--- config.mk ---
export PLATFORM = sky130hd
export DESIGN_NAME = twin_pfd_lock
export DESIGN_NICKNAME = d
export VERILOG_FILES = /design/src/rtl/pfd_pkg.sv /design/src/rtl/pfd_channel.sv /design/src/rtl/lock_monitor.sv /design/src/rtl/status_select.sv /design/src/rtl/twin_pfd_lock.sv
export SDC_FILE = /design/constraint.sdc
export NUM_CORES = 1
export LEC_CHECK = 0
export BUFFER_PORTS_ARGS = -buffer_cell sky130_fd_sc_hd__clkbuf_2
export CORE_MARGIN = 3
export CORE_UTILIZATION = 54
export CTS_BUF_LIST = sky130_fd_sc_hd__clkbuf_8
export DETAILED_ROUTE_END_ITERATION = 7
export PLACE_DENSITY_LB_ADDON = 0.2
export SYNTH_ARGS = -nofsm -noshare
export SYNTH_HDL_FRONTEND = slang
export SYNTH_SLANG_ARGS = --single-unit
--- constraint.sdc ---
create_clock -name clk -period 2 [get_ports clk]
set_input_delay 0.3 -clock clk [delete_from_list [all_inputs] [get_ports clk]]
set_output_delay 0.3 -clock clk [all_outputs]
set_load 0.1 [all_outputs]
--- src/rtl/pfd_pkg.sv ---
package pfd_pkg;

  localparam int unsigned NUM_CH = 2;

  typedef enum logic [1:0] {
    STS_PORT     = 2'b00,
    STS_LOCK_CH2 = 2'b01,
    STS_LOCK_CH1 = 2'b10,
    STS_LOCK_ANY = 2'b11
  } sts_sel_e;

  typedef struct packed {
    logic src;
    logic snk;
    logic hiz;
  } pump_cmd_t;

endpackage

--- src/rtl/pfd_channel.sv ---
module pfd_channel
  import pfd_pkg::*;
(
  input  logic      clk,
  input  logic      rst_n,
  input  logic      ref_stb,
  input  logic      fb_stb,
  input  logic      pwr_on,
  input  logic      pol_norm,
  input  logic      pump_tri,
  output logic      active,
  output pump_cmd_t cmd
);

  logic ref_lead_q, fb_lead_q;
  logic ref_lead_d, fb_lead_d;
  logic ref_seen, fb_seen;
  logic lead_en;

  always_comb begin
    ref_seen = ref_lead_q | ref_stb;
    fb_seen  = fb_lead_q  | fb_stb;
    lead_en  = ref_stb | fb_stb | ~pwr_on;
    if (!pwr_on) begin
      ref_lead_d = 1'b0;
      fb_lead_d  = 1'b0;
    end else if (ref_seen && fb_seen) begin
      ref_lead_d = 1'b0;
      fb_lead_d  = 1'b0;
    end else begin
      ref_lead_d = ref_seen;
      fb_lead_d  = fb_seen;
    end
  end

  always_ff @(posedge clk or negedge rst_n) begin
    if (!rst_n) begin
      ref_lead_q <= 1'b0;
      fb_lead_q  <= 1'b0;
    end else if (lead_en) begin
      ref_lead_q <= ref_lead_d;
      fb_lead_q  <= fb_lead_d;
    end
  end

  always_comb begin
    active  = ref_lead_q | fb_lead_q;
    cmd.hiz = pump_tri | ~pwr_on;
    cmd.snk = ~cmd.hiz & (pol_norm ? ref_lead_q : fb_lead_q);
    cmd.src = ~cmd.hiz & (pol_norm ? fb_lead_q : ref_lead_q);
  end

endmodule

--- src/rtl/lock_monitor.sv ---
module lock_monitor #(
  parameter int unsigned WIDTH_LIMIT = 4,
  parameter int unsigned LOCK_COUNT  = 8
) (
  input  logic clk,
  input  logic rst_n,
  input  logic pwr_on,
  input  logic active,
  input  logic ref_stb,
  output logic locked
);

  localparam int unsigned WW = $clog2(WIDTH_LIMIT + 1);
  localparam int unsigned GW = $clog2(LOCK_COUNT + 1);
  localparam logic [WW-1:0] W_MAX = WW'(WIDTH_LIMIT);
  localparam logic [GW-1:0] G_MAX = GW'(LOCK_COUNT);

  logic [WW-1:0] wid_q, wid_d;
  logic [GW-1:0] good_q, good_d;
  logic          too_wide;
  logic          wid_en, good_en;

  always_comb begin
    too_wide = active && (wid_q == W_MAX);
    wid_en   = active || (wid_q != '0);
    if (!active)             wid_d = '0;
    else if (wid_q == W_MAX) wid_d = wid_q;
    else                     wid_d = wid_q + 1'b1;
  end

  always_comb begin
    good_en = 1'b1;
    if (!pwr_on || too_wide)               good_d = '0;
    else if (ref_stb && (good_q != G_MAX)) good_d = good_q + 1'b1;
    else begin
      good_d  = good_q;
      good_en = 1'b0;
    end
  end

  always_ff @(posedge clk or negedge rst_n) begin
    if (!rst_n)      wid_q <= '0;
    else if (wid_en) wid_q <= wid_d;
  end

  always_ff @(posedge clk or negedge rst_n) begin
    if (!rst_n)       good_q <= '0;
    else if (good_en) good_q <= good_d;
  end

  assign locked = pwr_on && (good_q == G_MAX);

endmodule

--- src/rtl/status_select.sv ---
module status_select
  import pfd_pkg::*;
(
  input  logic              test_en,
  input  logic [1:0]        sel,
  input  logic              port_bit,
  input  logic [NUM_CH-1:0] locked,
  input  logic [NUM_CH-1:0] pol_norm,
  input  logic [NUM_CH-1:0] ref_stb,
  input  logic [NUM_CH-1:0] fb_stb,
  output logic              sts_out
);

  sts_sel_e sel_e;

  always_comb begin
    sel_e = sts_sel_e'(sel);
    if (test_en && sel_e == STS_LOCK_CH1) begin
      sts_out = pol_norm[0] ? ref_stb[0] : fb_stb[0];
    end else if (test_en && sel_e == STS_LOCK_CH2) begin
      sts_out = pol_norm[1] ? ref_stb[1] : fb_stb[1];
    end else begin
      unique case (sel_e)
        STS_PORT:     sts_out = port_bit;
        STS_LOCK_CH2: sts_out = locked[1];
        STS_LOCK_CH1: sts_out = locked[0];
        default:      sts_out = |locked;
      endcase
    end
  end

endmodule

--- src/rtl/twin_pfd_lock.sv ---
module twin_pfd_lock
  import pfd_pkg::*;
#(
  parameter int unsigned WIDTH_LIMIT = 4,
  parameter int unsigned LOCK_COUNT  = 8
) (
  input  logic       clk,
  input  logic       rst_n,
  input  logic [1:0] ref_stb,
  input  logic [1:0] fb_stb,
  input  logic [1:0] pol_norm,
  input  logic [1:0] pump_tri,
  input  logic [1:0] sw_on,
  input  logic [1:0] hw_sel,
  input  logic [1:0] hw_pin,
  input  logic       cur_sw,
  input  logic       cur_pin_sel,
  input  logic       cur_pin,
  input  logic       port_bit,
  input  logic       test_en,
  input  logic [1:0] sts_sel,
  output logic [1:0] cp_src,
  output logic [1:0] cp_snk,
  output logic [1:0] cp_hiz,
  output logic       cp1_hi_cur,
  output logic       sts_out
);

  logic [NUM_CH-1:0] pwr_on;
  logic [NUM_CH-1:0] ch_active;
  logic [NUM_CH-1:0] locked;
  pump_cmd_t         cmd [NUM_CH];

  for (genvar c = 0; c < NUM_CH; c++) begin : g_ch
    assign pwr_on[c] = sw_on[c] & (~hw_sel[c] | hw_pin[c]);

    pfd_channel u_pfd (
      .clk      (clk),
      .rst_n    (rst_n),
      .ref_stb  (ref_stb[c]),
      .fb_stb   (fb_stb[c]),
      .pwr_on   (pwr_on[c]),
      .pol_norm (pol_norm[c]),
      .pump_tri (pump_tri[c]),
      .active   (ch_active[c]),
      .cmd      (cmd[c])
    );

    lock_monitor #(
      .WIDTH_LIMIT (WIDTH_LIMIT),
      .LOCK_COUNT  (LOCK_COUNT)
    ) u_lock (
      .clk     (clk),
      .rst_n   (rst_n),
      .pwr_on  (pwr_on[c]),
      .active  (ch_active[c]),
      .ref_stb (ref_stb[c]),
      .locked  (locked[c])
    );

    assign cp_src[c] = cmd[c].src;
    assign cp_snk[c] = cmd[c].snk;
    assign cp_hiz[c] = cmd[c].hiz;
  end

  assign cp1_hi_cur = cur_sw & (~cur_pin_sel | cur_pin);

  status_select u_sts (
    .test_en  (test_en),
    .sel      (sts_sel),
    .port_bit (port_bit),
    .locked   (locked),
    .pol_norm (pol_norm),
    .ref_stb  (ref_stb),
    .fb_stb   (fb_stb),
    .sts_out  (sts_out)
  );

endmodule

==> run metrics, run 1 <==
Final min period around 2 ns; Pre-antenna DRT Iters 4; VDD IR max around 0.57 mV; top cell type's share of synthesized area between 30% and 40%; vias in the first global route around 1,100; CP delay by family, top flip-flops; worst path required time between 1.5 and 2 ns; initial antenna violation count 0; Pleak a little over 0.7 nW; DP HPWL just under 2 mm; Final Hold Fails 0; vias 1,106; global-route wire length before repair 4.32 mm; M1 WL 1.11 mm; Mapped Nets 161; Initial Util between 50 and 60%; CTS root buf clkbuf_8; grt ovf 0; Clock Pin Slew Worst Setup and Hold Paths around 0.07 ns; normalized max-slew margin approximately 64%; slack of the worst reg-to-reg path roughly 0.46 ns; setup_tns 0 ns; synthesis-to-layout area growth 30.6%; crit start category flop; post-synth top area cell dfrtp_1; RSZ-0062 raised after global routing yes; Die Area ~0.0028 mm^2; Commonest cells post-synth 18 x dfrtp_1, 12 x inv_1, 10 x nor2_1; # setup viols final 0; sequence of cells on the critical path inv_2 > ha_4 > and3b_2 > nand4_1 > a32oi_4 > buf_12; final setup skew between 0.005 and 0.006 ns; Fmax achieved 0.505 GHz; clock latency on the worst-skew pair approximately 0.26 ns; Synth async-reset ratio 100%; GP Congestion 0.753; pwr dens approximately 710 mW/mm^2; Avg WL per Cell around 13 um; most common cell in the netlist dfrtp_1; CP bufs+invs 2; crit share post-route 99.1%; post-synthesis cell count 130; post-synthesis cell type count 33; proportion of layout cells with a drive suffix above 1 between 30 and 40%; core region area 0.00202 mm^2; outcome finished, final reports clean; register area share after synthesis 38.2%; Iter 0 DRT Violations 17; Ys Warns 0; leading register cell type out of synthesis dfrtp_1; Max clock buf depth 2; Avg Cell Area, Syn 9.07 um^2; Tightest Pin Transition 0.540 ns; Max stage delay on crit path 0.41 ns; worst hold path type primary input to flop; MaxCap Viol Count 0; Chip Width approximately 53 um; DR top layer met4; Remaining DRCs 0; antenna-violating nets left 0; H-tree level count 1; Die Height roughly 53 um; CTS tree yes; Critical Path Sink Type primary output; Post-synth EDFFs 0; met2 routed WL 1.29 mm; Mapped Area between 0.001 and 0.0015 mm^2; DR WL met3 about 160 um; Tot GR Track Use about a fifth; #FFs+latches synth 18; buffers added on ports 30; Clock Sinks 18; fin nets around 200; Worst Path Arrival between 1.5 and 2 ns; final slew viol count 0; drt total wl about 2.6 mm; diode count 0; Setup CP Type flop to primary output; Area contributors post-synth dfrtp_1 38%, ha_1 8.5%, mux2i_1 5.9%; largest net degree at the start of global routing 19; final core utilization 76.1%; Site Rows 16; Top-Level Pins 31; DR vias/cell 5.64; CP max stage cell dfrtp_1; CTS Buf Count 3; Worst Path Max Fanout 4
worst register-to-register path: stages, from the launching register on:
cell,delay (ns)
dfrtp_1,0.34
inv_1,0.06
ha_2,0.19
and3b_2,0.20
buf_4,0.13
or4_1,0.39
a21oi_1,0.16
flip-flops by register name (all words and copies together) (netlist names):
register,cells
g_ch.u_pfd.fb_lead_q,2
g_ch.u_pfd.ref_lead_q,2
g_ch.u_lock.good_q,8
g_ch.u_lock.wid_q,6
per-stage QoR:
step	cell area [um^2]	total power [mW]	hold slack (ns)	instances	setup slack (ns)
after global placement	1420	0.761	0.265	186	0.254
after detailed placement	1420	0.782	0.272	186	0.213
final	1540	1.09	0.253	196	0.0183
after floorplan	1220	0.686	0.00441	130	-0.0577
after CTS	1520	1.09	0.248	195	0.00135
after global routing	1540	1.16	0.256	196	-0.0694
metal layers:
layer  up-vias  track usage (%)
li1        544                -
met1       518             24.7
met2        39             37.2
met3         5             3.13
met4         0             8.94
met5         -                0
where the power goes:
group | internal [mW] | switching [mW] | total (mW)
Combinational | 0.139 | 0.194 | 0.333
Sequential | 0.408 | 0.0450 | 0.453
Clock | 0.175 | 0.124 | 0.299
cells by family after synthesis:
group	Yosys count	synth area share, %
and+or+nand+nor	49	22.5
AOI/OAI and AO/OA	27	14.3
DFF	18	38.2
buffers and inverters	15	5.63
muxes	9	7.86
adders and majority gates	8	8.49
xor gates and xnor gates	4	2.97
final timing paths:
kind                                            end  cells after the start                      from
setup reg to reg           g_ch[1].u_lock.good_q[2]                      6  g_ch[1].u_lock.good_q[0]
max in group asynchronous  g_ch[0].u_lock.good_q[1]                      2                     rst_n
hold / removal             g_ch[0].u_pfd.ref_lead_q                      2                 fb_stb[0]
hold reg to reg             g_ch[1].u_lock.wid_q[0]                      1   g_ch[1].u_lock.wid_q[0]
min in group asynchronous   g_ch[0].u_lock.wid_q[2]                      2                     rst_n
setup / recovery                            sts_out                      6  g_ch[0].u_lock.good_q[1]
cell usage in the layout, fill, tap and decap left out, types with 2 or more instances in the layout:
| master | instances |
|---|---|
| clkbuf_2 | 25 |
| and3b_2 | 2 |
| nand2_1 | 7 |
| o22ai_1 | 2 |
| mux2_2 | 2 |
| clkbuf_8 | 4 |
| inv_2 | 3 |
| buf_4 | 9 |
| ha_1 | 6 |
| nand2b_1 | 4 |
| nand3_1 | 4 |
| nor2_1 | 10 |
| nand3b_1 | 2 |
| a21oi_1 | 8 |
| o21ai_0 | 8 |
| or4_1 | 2 |
| nor3_2 | 4 |
| mux2i_1 | 7 |
| or2_2 | 2 |
| o211ai_1 | 2 |
| xor2_1 | 3 |
| nor3_1 | 4 |
| inv_1 | 10 |
| a2111oi_0 | 2 |
| dfrtp_1 | 18 |
| nand4_1 | 4 |
repair_timing:
item                                    CTS  global route
hold buffers                              1             0
pin swaps                                 5             2
endpoints found under the setup margin    1             1
gates resized for setup                   2             5
setup buffers                             4             1
hold endpoints to repair                 18             0
final cells by class:
type,count,area [um^2]
Multi-Input combinational cell,97,722
Fill cell,139,483
Clock buffer,4,55.1
Inverter,14,55.1
Timing Repair Buffer,36,223
Tap cell,27,33.8
Sequential cell,18,450
(Power assumes the default switching activity.)
==> run 2: changes to the inputs <==
- CORE_ASPECT_RATIO: not set -> 0.75
- CTS_CLUSTER_SIZE: not set -> 40
- RECOVER_POWER: not set -> 50
==> run 2 against run 1 <==
  * Global-route usage grew 4.2 points
  * Cell area is 1.8% higher
  * Cell count is the same
  * Clock power up 2%
  * Critical path depth is the same
  * Largest cell class unchanged
==> run metrics, run 2 (synthesized netlist as in run 1, its figures left out) <==
VDD IR max 0.598 mV; final slew viol count 0; grt ovf 0; Iter 0 DRT Violations 69; Initial Util between 60% and 70%; proportion of layout cells with a drive suffix above 1 35.1%; layer with the highest usage met2; commonest non-fill, non-tap cell in the layout clkbuf_2; Place WS 0.186 ns; vias about 1,100; Fmax achieved around 0.50 GHz; crit share post-route between 90% and 100%; Tightest Pin Transition 0.967 ns; crit start category flop; DR vias/cell roughly 6; CTS Buf Count 3; buffers added on ports 30; DP HPWL about 2.3 mm; Setup CP Type flop to primary output; worst hold path type primary input to flop; hold_ws between 0.2 and 0.25 ns; initial antenna violation count 0; FF/Latch Area approximately 450 um^2; overall power about 1.1 mW; most frequent cells in the layout 24 x clkbuf_2, 18 x dfrtp_1, 14 x buf_4; Final min period between 1.5 and 2 ns; fillers about 120; synthesis-to-layout area growth 32.9%; Final Hold Fails 0; fin nets ~210; GP Congestion between 0.8 and 0.9; Max clock buf depth 2; # setup viols final 0; Critical Path Sink Type primary output; met1 GRT Util about a quarter; Avg WL per Cell ~16 um; GR Util met2 roughly 44%; CTS tree yes; Worst Path Arrival around 1.7 ns; fin worst setup slack between 0.01 and 0.015 ns; Remaining DRCs 0; antenna-violating nets left 0; Die Height ~46 um; clock latency on the worst-skew pair between 0.2 and 0.3 ns; worst path required time 1.70 ns; Clock Sinks 18; Die Area around 0.0028 mm^2; pwr dens roughly 700 mW/mm^2; Worst Path Max Fanout 3; normalized max-slew margin a little over a third; vias in the first global route 1,145; drt total wl 3.05 mm; Top-Level Pins 31; largest net degree at the start of global routing 19; MaxCap Viol Count 0; placed cells roughly 180; H-tree level count 1; area occupied by multi-input gates 719 um^2; global-route wire length before repair ~4.9 mm; outcome finished, final reports clean; biggest regs g_ch.u_lock.good_q (8), g_ch.u_lock.wid_q (6); Largest Register g_ch.u_lock.good_q; RSZ-0062 raised after global routing yes; Chip Width between 50 and 60 um; Site Rows 13; Pre-antenna DRT Iters 4; Tot GR Track Use between 20% and 30%; Pleak around 0.74 nW; M3 GR Usage under 10%; CTS root buf clkbuf_8; max reg flops 8; diode count 0; final setup skew around 0.0036 ns; Finished Layout Cells between 150 and 200; Clock Pin Slew Worst Setup and Hold Paths approximately 0.07 ns; core region area ~0.0019 mm^2
[run 2: layout make-up]
cell class	count	area share [%]
Multi-Input combinational cell	97	45.9
Sequential cell	18	28.8
Timing Repair Buffer	41	16.5
Inverter	14	3.51
Tap cell	22	1.76
Clock buffer	4	3.51
[run 2: layer usage]
metal | wire length (um) | up-vias
met4 | 100 | 0
met3 | 157 | 13
met5 | 0 | -
met1 | 1240 | 538
li1 | - | 555
met2 | 1540 | 41
[run 2: repair_timing]
item / CTS / global route
hold buffers: 1 / 0
setup buffers: 5 / 4
endpoints found under the hold margin: 18 / 0
pin swaps: 4 / 2
gates resized for setup: 2 / 4
endpoints found under the setup margin: 1 / 1
[run 2: worst max-delay path, cell delays in order (launching register included)]
cell and delay [ns]:
dfrtp_1 0.40, inv_2 0.08, ha_4 0.12, and3b_2 0.21, nand4_1 0.13, a32oi_4 0.27
buf_12 0.20
[run 2: path summary, 6_finish.rpt]
| kind | slack, ns | end | depth (start not counted) | start |
|---|---|---|---|---|
| max | 0.01 | sts_out | 6 | g_ch[0].u_lock.good_q[0] |
| max reg2reg | 0.31 | g_ch[0].u_lock.good_q[2] | 7 | g_ch[0].u_lock.good_q[0] |
| max in group asynchronous | 0.69 | g_ch[1].u_pfd.fb_lead_q | 2 | rst_n |
| min reg2reg | 0.52 | g_ch[1].u_lock.wid_q[0] | 1 | g_ch[1].u_lock.wid_q[0] |
| min in group asynchronous | 0.72 | g_ch[0].u_lock.good_q[3] | 2 | rst_n |
| min | 0.25 | g_ch[1].u_pfd.ref_lead_q | 2 | fb_stb[1] |
[run 2: stage by stage]
step	TNS [ns]	util, %	area, um^2
finish	0	83.0	1570
global placement	0	75.3	1420
detailed placement	0	75.3	1420
floorplan	-0.229	-	1220
CTS	0	80.8	1530
global route	-0.0751	83.0	1570
[run 2: power by group]
group          switching, mW  internal, mW
clock                  0.128         0.175
combinational          0.204         0.143
sequential            0.0481         0.408
